$ cat src/rtl/xlat_cache.sv
module xlat_cache #(
  parameter int ENTRIES = 4,
  parameter int PW      = 20,
  parameter int FW      = 20
) (
  input  logic          clk,
  input  logic          rst_n,
  input  logic [PW-1:0] lk_page,
  output logic          lk_hit,
  output logic [FW-1:0] lk_frame,
  input  logic          fl_en,
  input  logic [PW-1:0] fl_page,
  input  logic [FW-1:0] fl_frame,
  input  logic          flush
);
  localparam int IW = (ENTRIES > 1) ? $clog2(ENTRIES) : 1;

  logic [ENTRIES-1:0] vld;
  logic [PW-1:0]      key [ENTRIES];
  logic [FW-1:0]      frm [ENTRIES];
  logic [IW-1:0]      ptr;
  logic [ENTRIES-1:0] match;

  genvar g;
  generate
    for (g = 0; g < ENTRIES; g++) begin : g_ent
      assign match[g] = vld[g] && (key[g] == lk_page);

      always_ff @(posedge clk) begin
        if (!rst_n) begin
          vld[g] <= 1'b0;
          key[g] <= '0;
          frm[g] <= '0;
        end else if (flush) begin
          vld[g] <= 1'b0;
        end else if (fl_en && ptr == IW'(g)) begin
          vld[g] <= 1'b1;
          key[g] <= fl_page;
          frm[g] <= fl_frame;
        end
      end
    end
  endgenerate

  always_ff @(posedge clk) begin
    if (!rst_n || flush)
      ptr <= '0;
    else if (fl_en)
      ptr <= (ptr == IW'(ENTRIES-1)) ? '0 : ptr + 1'b1;
  end

  assign lk_hit = |match;

  always_comb begin
    lk_frame = '0;
    for (int i = 0; i < ENTRIES; i++)
      if (match[i]) lk_frame = lk_frame | frm[i];
  end
endmodule


$ cat config.mk
export PLATFORM = sky130hd
export DESIGN_NAME = xlat_cache
export DESIGN_NICKNAME = d
export VERILOG_FILES = /design/src/rtl/xlat_cache.sv
export SDC_FILE = /design/constraint.sdc
export NUM_CORES = 1
export LEC_CHECK = 0
export BUFFER_PORTS_ARGS = -buffer_cell sky130_fd_sc_hd__buf_2
export CAP_MARGIN = 20
export CELL_PAD_IN_SITES_DETAIL_PLACEMENT = 1
export CELL_PAD_IN_SITES_GLOBAL_PLACEMENT = 1
export CORE_MARGIN = 2
export CORE_UTILIZATION = 30
export DETAILED_ROUTE_END_ITERATION = 16
export PLACE_DENSITY = 0.5
export SKIP_LAST_GASP = 1
export SYNTH_ARGS = -nofsm -noshare
export SYNTH_HDL_FRONTEND = slang
export SYNTH_SLANG_ARGS = --single-unit
$ cat constraint.sdc
create_clock -name clk -period 4.33 [get_ports clk]
set_input_delay 0.433 -clock clk [delete_from_list [all_inputs] [get_ports clk]]
set_output_delay 0.433 -clock clk [all_outputs]
set_load 0.01 [all_outputs]
==> key figures <==
Finish
  – Layout cells sized above 1: 24.7%
  – Post-layout nets: 760
  – Final instance area: approximately 9500 sq um
  – Layout area overhead: 18.9%

Routing
  – Routed Antenna Nets: 0
  – Met1 Wirelength: approximately 11000 um
  – Metal2 WL: 10700 um
  – Met3 routed WL: 1050 um
  – First-pass DRT Iterations: 4
  – Initial DRC Count: roughly 370
  – Post-Route WL: 22700 um
  – Vias per std cell: just under 5
  – Via count: about 5100
  – Wire per inst: 21.7 um
  – Highest routed layer: met5
  – Drt drc: 0

Clock network
  – CTS buffer count: 17
  – Resize count post-CTS: 0
  – CTS root buf: clkbuf_16
  – CTS max path bufs: 2
  – CTS tree: yes
  – Setup bufs post-CTS: 0
  – H-tree levels: 4
  – Worst skew pair latency: approximately 430 ps
  – Clk sinks: 166
  – # hold bufs at CTS: 0
  – Clock slew at reported path FFs: about 70 ps

Floorplanning
  – Die Y: about 170 um
  – Die width: approximately 170 um
  – # rows: a little under 60
  – # IOs: 85
  – Die Footprint: around 28000 sq um
  – Initial core utilization: 30.6%
  – Core area: 26100 sq um

GRT
  – Vias in the first global route: 5632
  – Overall Global Routing Usage: 17.0%
  – First-pass GRT wire length: roughly 35000 um
  – Gr ovfl total: 0
  – Largest net degree at the start of global routing: 42
  – Initial antenna violation count: 3

Synth
  – Synth cell count leaders: 160 x and2_1, 160 x edfxtp_1, 59 x xnor2_1, 33 x nand4_1, 32 x nand3_1
  – Syn. warnings: 0
  – Yosys top cell area share: 60.2%
  – Synth Register Bits: 166
  – Post-synthesis sequential area ratio: between 60 and 70%
  – Ys flop type: edfxtp_1
  – Number of enable flip-flop cells after synthesis: between 150 and 200
  – Post-Syn Area per Cell: 13.1 sq um
  – Leading area contributor after synthesis: edfxtp_1
  – Synthesized instance count: between 600 and 700
  – Distinct cells, synth: 35
  – Post-synthesis cell area: 7980 sq um
  – Syn_nets: 678
  – Post-synth ARST share: 0%
  – Most area-consuming cells after synthesis: edfxtp_1 60%, and2_1 13%, xnor2_1 6.5%

Setup path
  – Crit start category: register
  – Setup crit end kind: output port
  – Crit path DAT: about 2500 ps
  – Max FO, Critical Path: 21
  – Critical path type: register to output port
  – WP data required: between 3000 and 4000 ps

STA
  – Layout Skew: 8.56 ps
  – Final setup fails: 0
  – Fin. max-slew vios: 0
  – Max Freq: ~0.34 GHz
  – Final hold violation count: 0
  – RSZ-0062 raised after global routing: false
  – Post-route setup TNS: 0 ps
  – Worst slew pin tran: 1050 ps
  – Final Critical Period: 2960 ps
  – Max_slew headroom: 29.9%
  – Period utilisation layout: 68.4%

Power
  – Switch Pwr: ~840 uW
  – Internal power: approximately 2900 uW
  – P_leak: about 0.0035 uW
  – PD cells: ~390 nW/um^2
  – Clock power frac: a little over two fifths
  – Combinational share of power: 6.6%
  – Sequential power share: between 40% and 50%
  – Worst vdd ir: 235 uV
  – Switch share: between 20% and 30%

Place
  – Port Buffer Count: 84
  – Area after DPL: slightly below 9000 sq um
  – Gpl congestion: slightly above 0.7
  – Final HPWL DP: 14500 um

Flow run
  – Max_cap viols: 0

Hold path
  – Min-Delay Path Class: input port to register

Run status
  – Status: finished clean
[worst max-delay path: stages (launching register included)]
cell       delay, ps
edfxtp_1         380
xnor2_1          270
nand4_1          160
nor4_2           390
nand4_1          150
buf_4            270
o2111ai_1        290
buf_2            180
[through the flow]
step / cells / utilization (%) / setup slack (ps) / hold WS (ps) / total power (uW)
2_1_floorplan: 610 / - / 389 / 418 / 2010
3_3_place_gp: 1005 / 33.8 / 1500 / 425 / 2130
3_5_place_dp: 1006 / 33.9 / 1510 / 442 / 2140
4_1_cts: 1038 / 36.3 / 1230 / 298 / 3770
5_1_grt: 1040 / 36.4 / 1150 / 302 / 3850
6_report: 1042 / 36.4 / 1370 / 313 / 3730
[final cells by class]
type                    instances  area (sq um)
diodes                          2          5.00
clock buffers                  17           425
clock inverters                15           203
fillers                      2729         16600
inverters                       4          15.0
multi-input cells             399          2890
flip-flops and latches        166          4920
well taps                     335           419
repair buffers                104           614
[final timing paths]
| path | from | endpoint | slack [ps] | cells after the start |
|---|---|---|---|---|
| min reg2reg | vld[3] | vld[3] | 450 | 1 |
| max reg2reg | ptr[0] | key[0][19] | 2030 | 5 |
| min | fl_frame[5] | frm[1][5] | 310 | 2 |
| max | key[0][19] | lk_frame[1] | 1370 | 7 |
[layout by cell type (no fill, tap or decap), types with 6 or more instances in the layout]
master       n
o2111ai_1   10
buf_4       17
xnor2_1     59
nand3_1     32
nand2_1     25
nand4_1     33
xor2_1      18
nand3_2     11
and2_1     160
o2111ai_2   10
buf_2       84
clkbuf_16   17
edfxtp_1   160
dfxtp_1      6
[power groups by stage]
stage / Sequential [uW] / Clock (uW) / Combinational (uW)
5_1_grt: 1860 / 1720 / 272
3_3_place_gp: 1890 / 0 / 244
2_1_floorplan: 1890 / 0 / 120
6_report: 1860 / 1630 / 246
3_5_place_dp: 1890 / 0 / 248
4_1_cts: 1860 / 1660 / 250
[routing by layer]
| layer | GRT usage [%] | vias to the layer above |
|---|---|---|
| li1 | - | 2346 |
| met4 | 4.76 | 2 |
| met3 | 3.33 | 24 |
| met2 | 27.3 | 98 |
| met1 | 23.5 | 2597 |
| met5 | 0 | - |
[flip-flops by register name (all words and copies together) (netlist names)]
register and cells:
vld 4, ptr 2, frm 80, key 80
[logic make-up (layout without fill, tap and decap cells)]
logic type	Yosys count	in the layout	synth area share, %
compound gates	31	31	3.86
xor+xnor	80	80	9.06
fa+ha+maj	4	4	0.627
buf+inv	45	140	2.95
flops	166	166	61.7
mux	1	1	0.125
other cells	0	2	0
simple gates	283	283	21.7
Power figures use the tool's default switching activity.
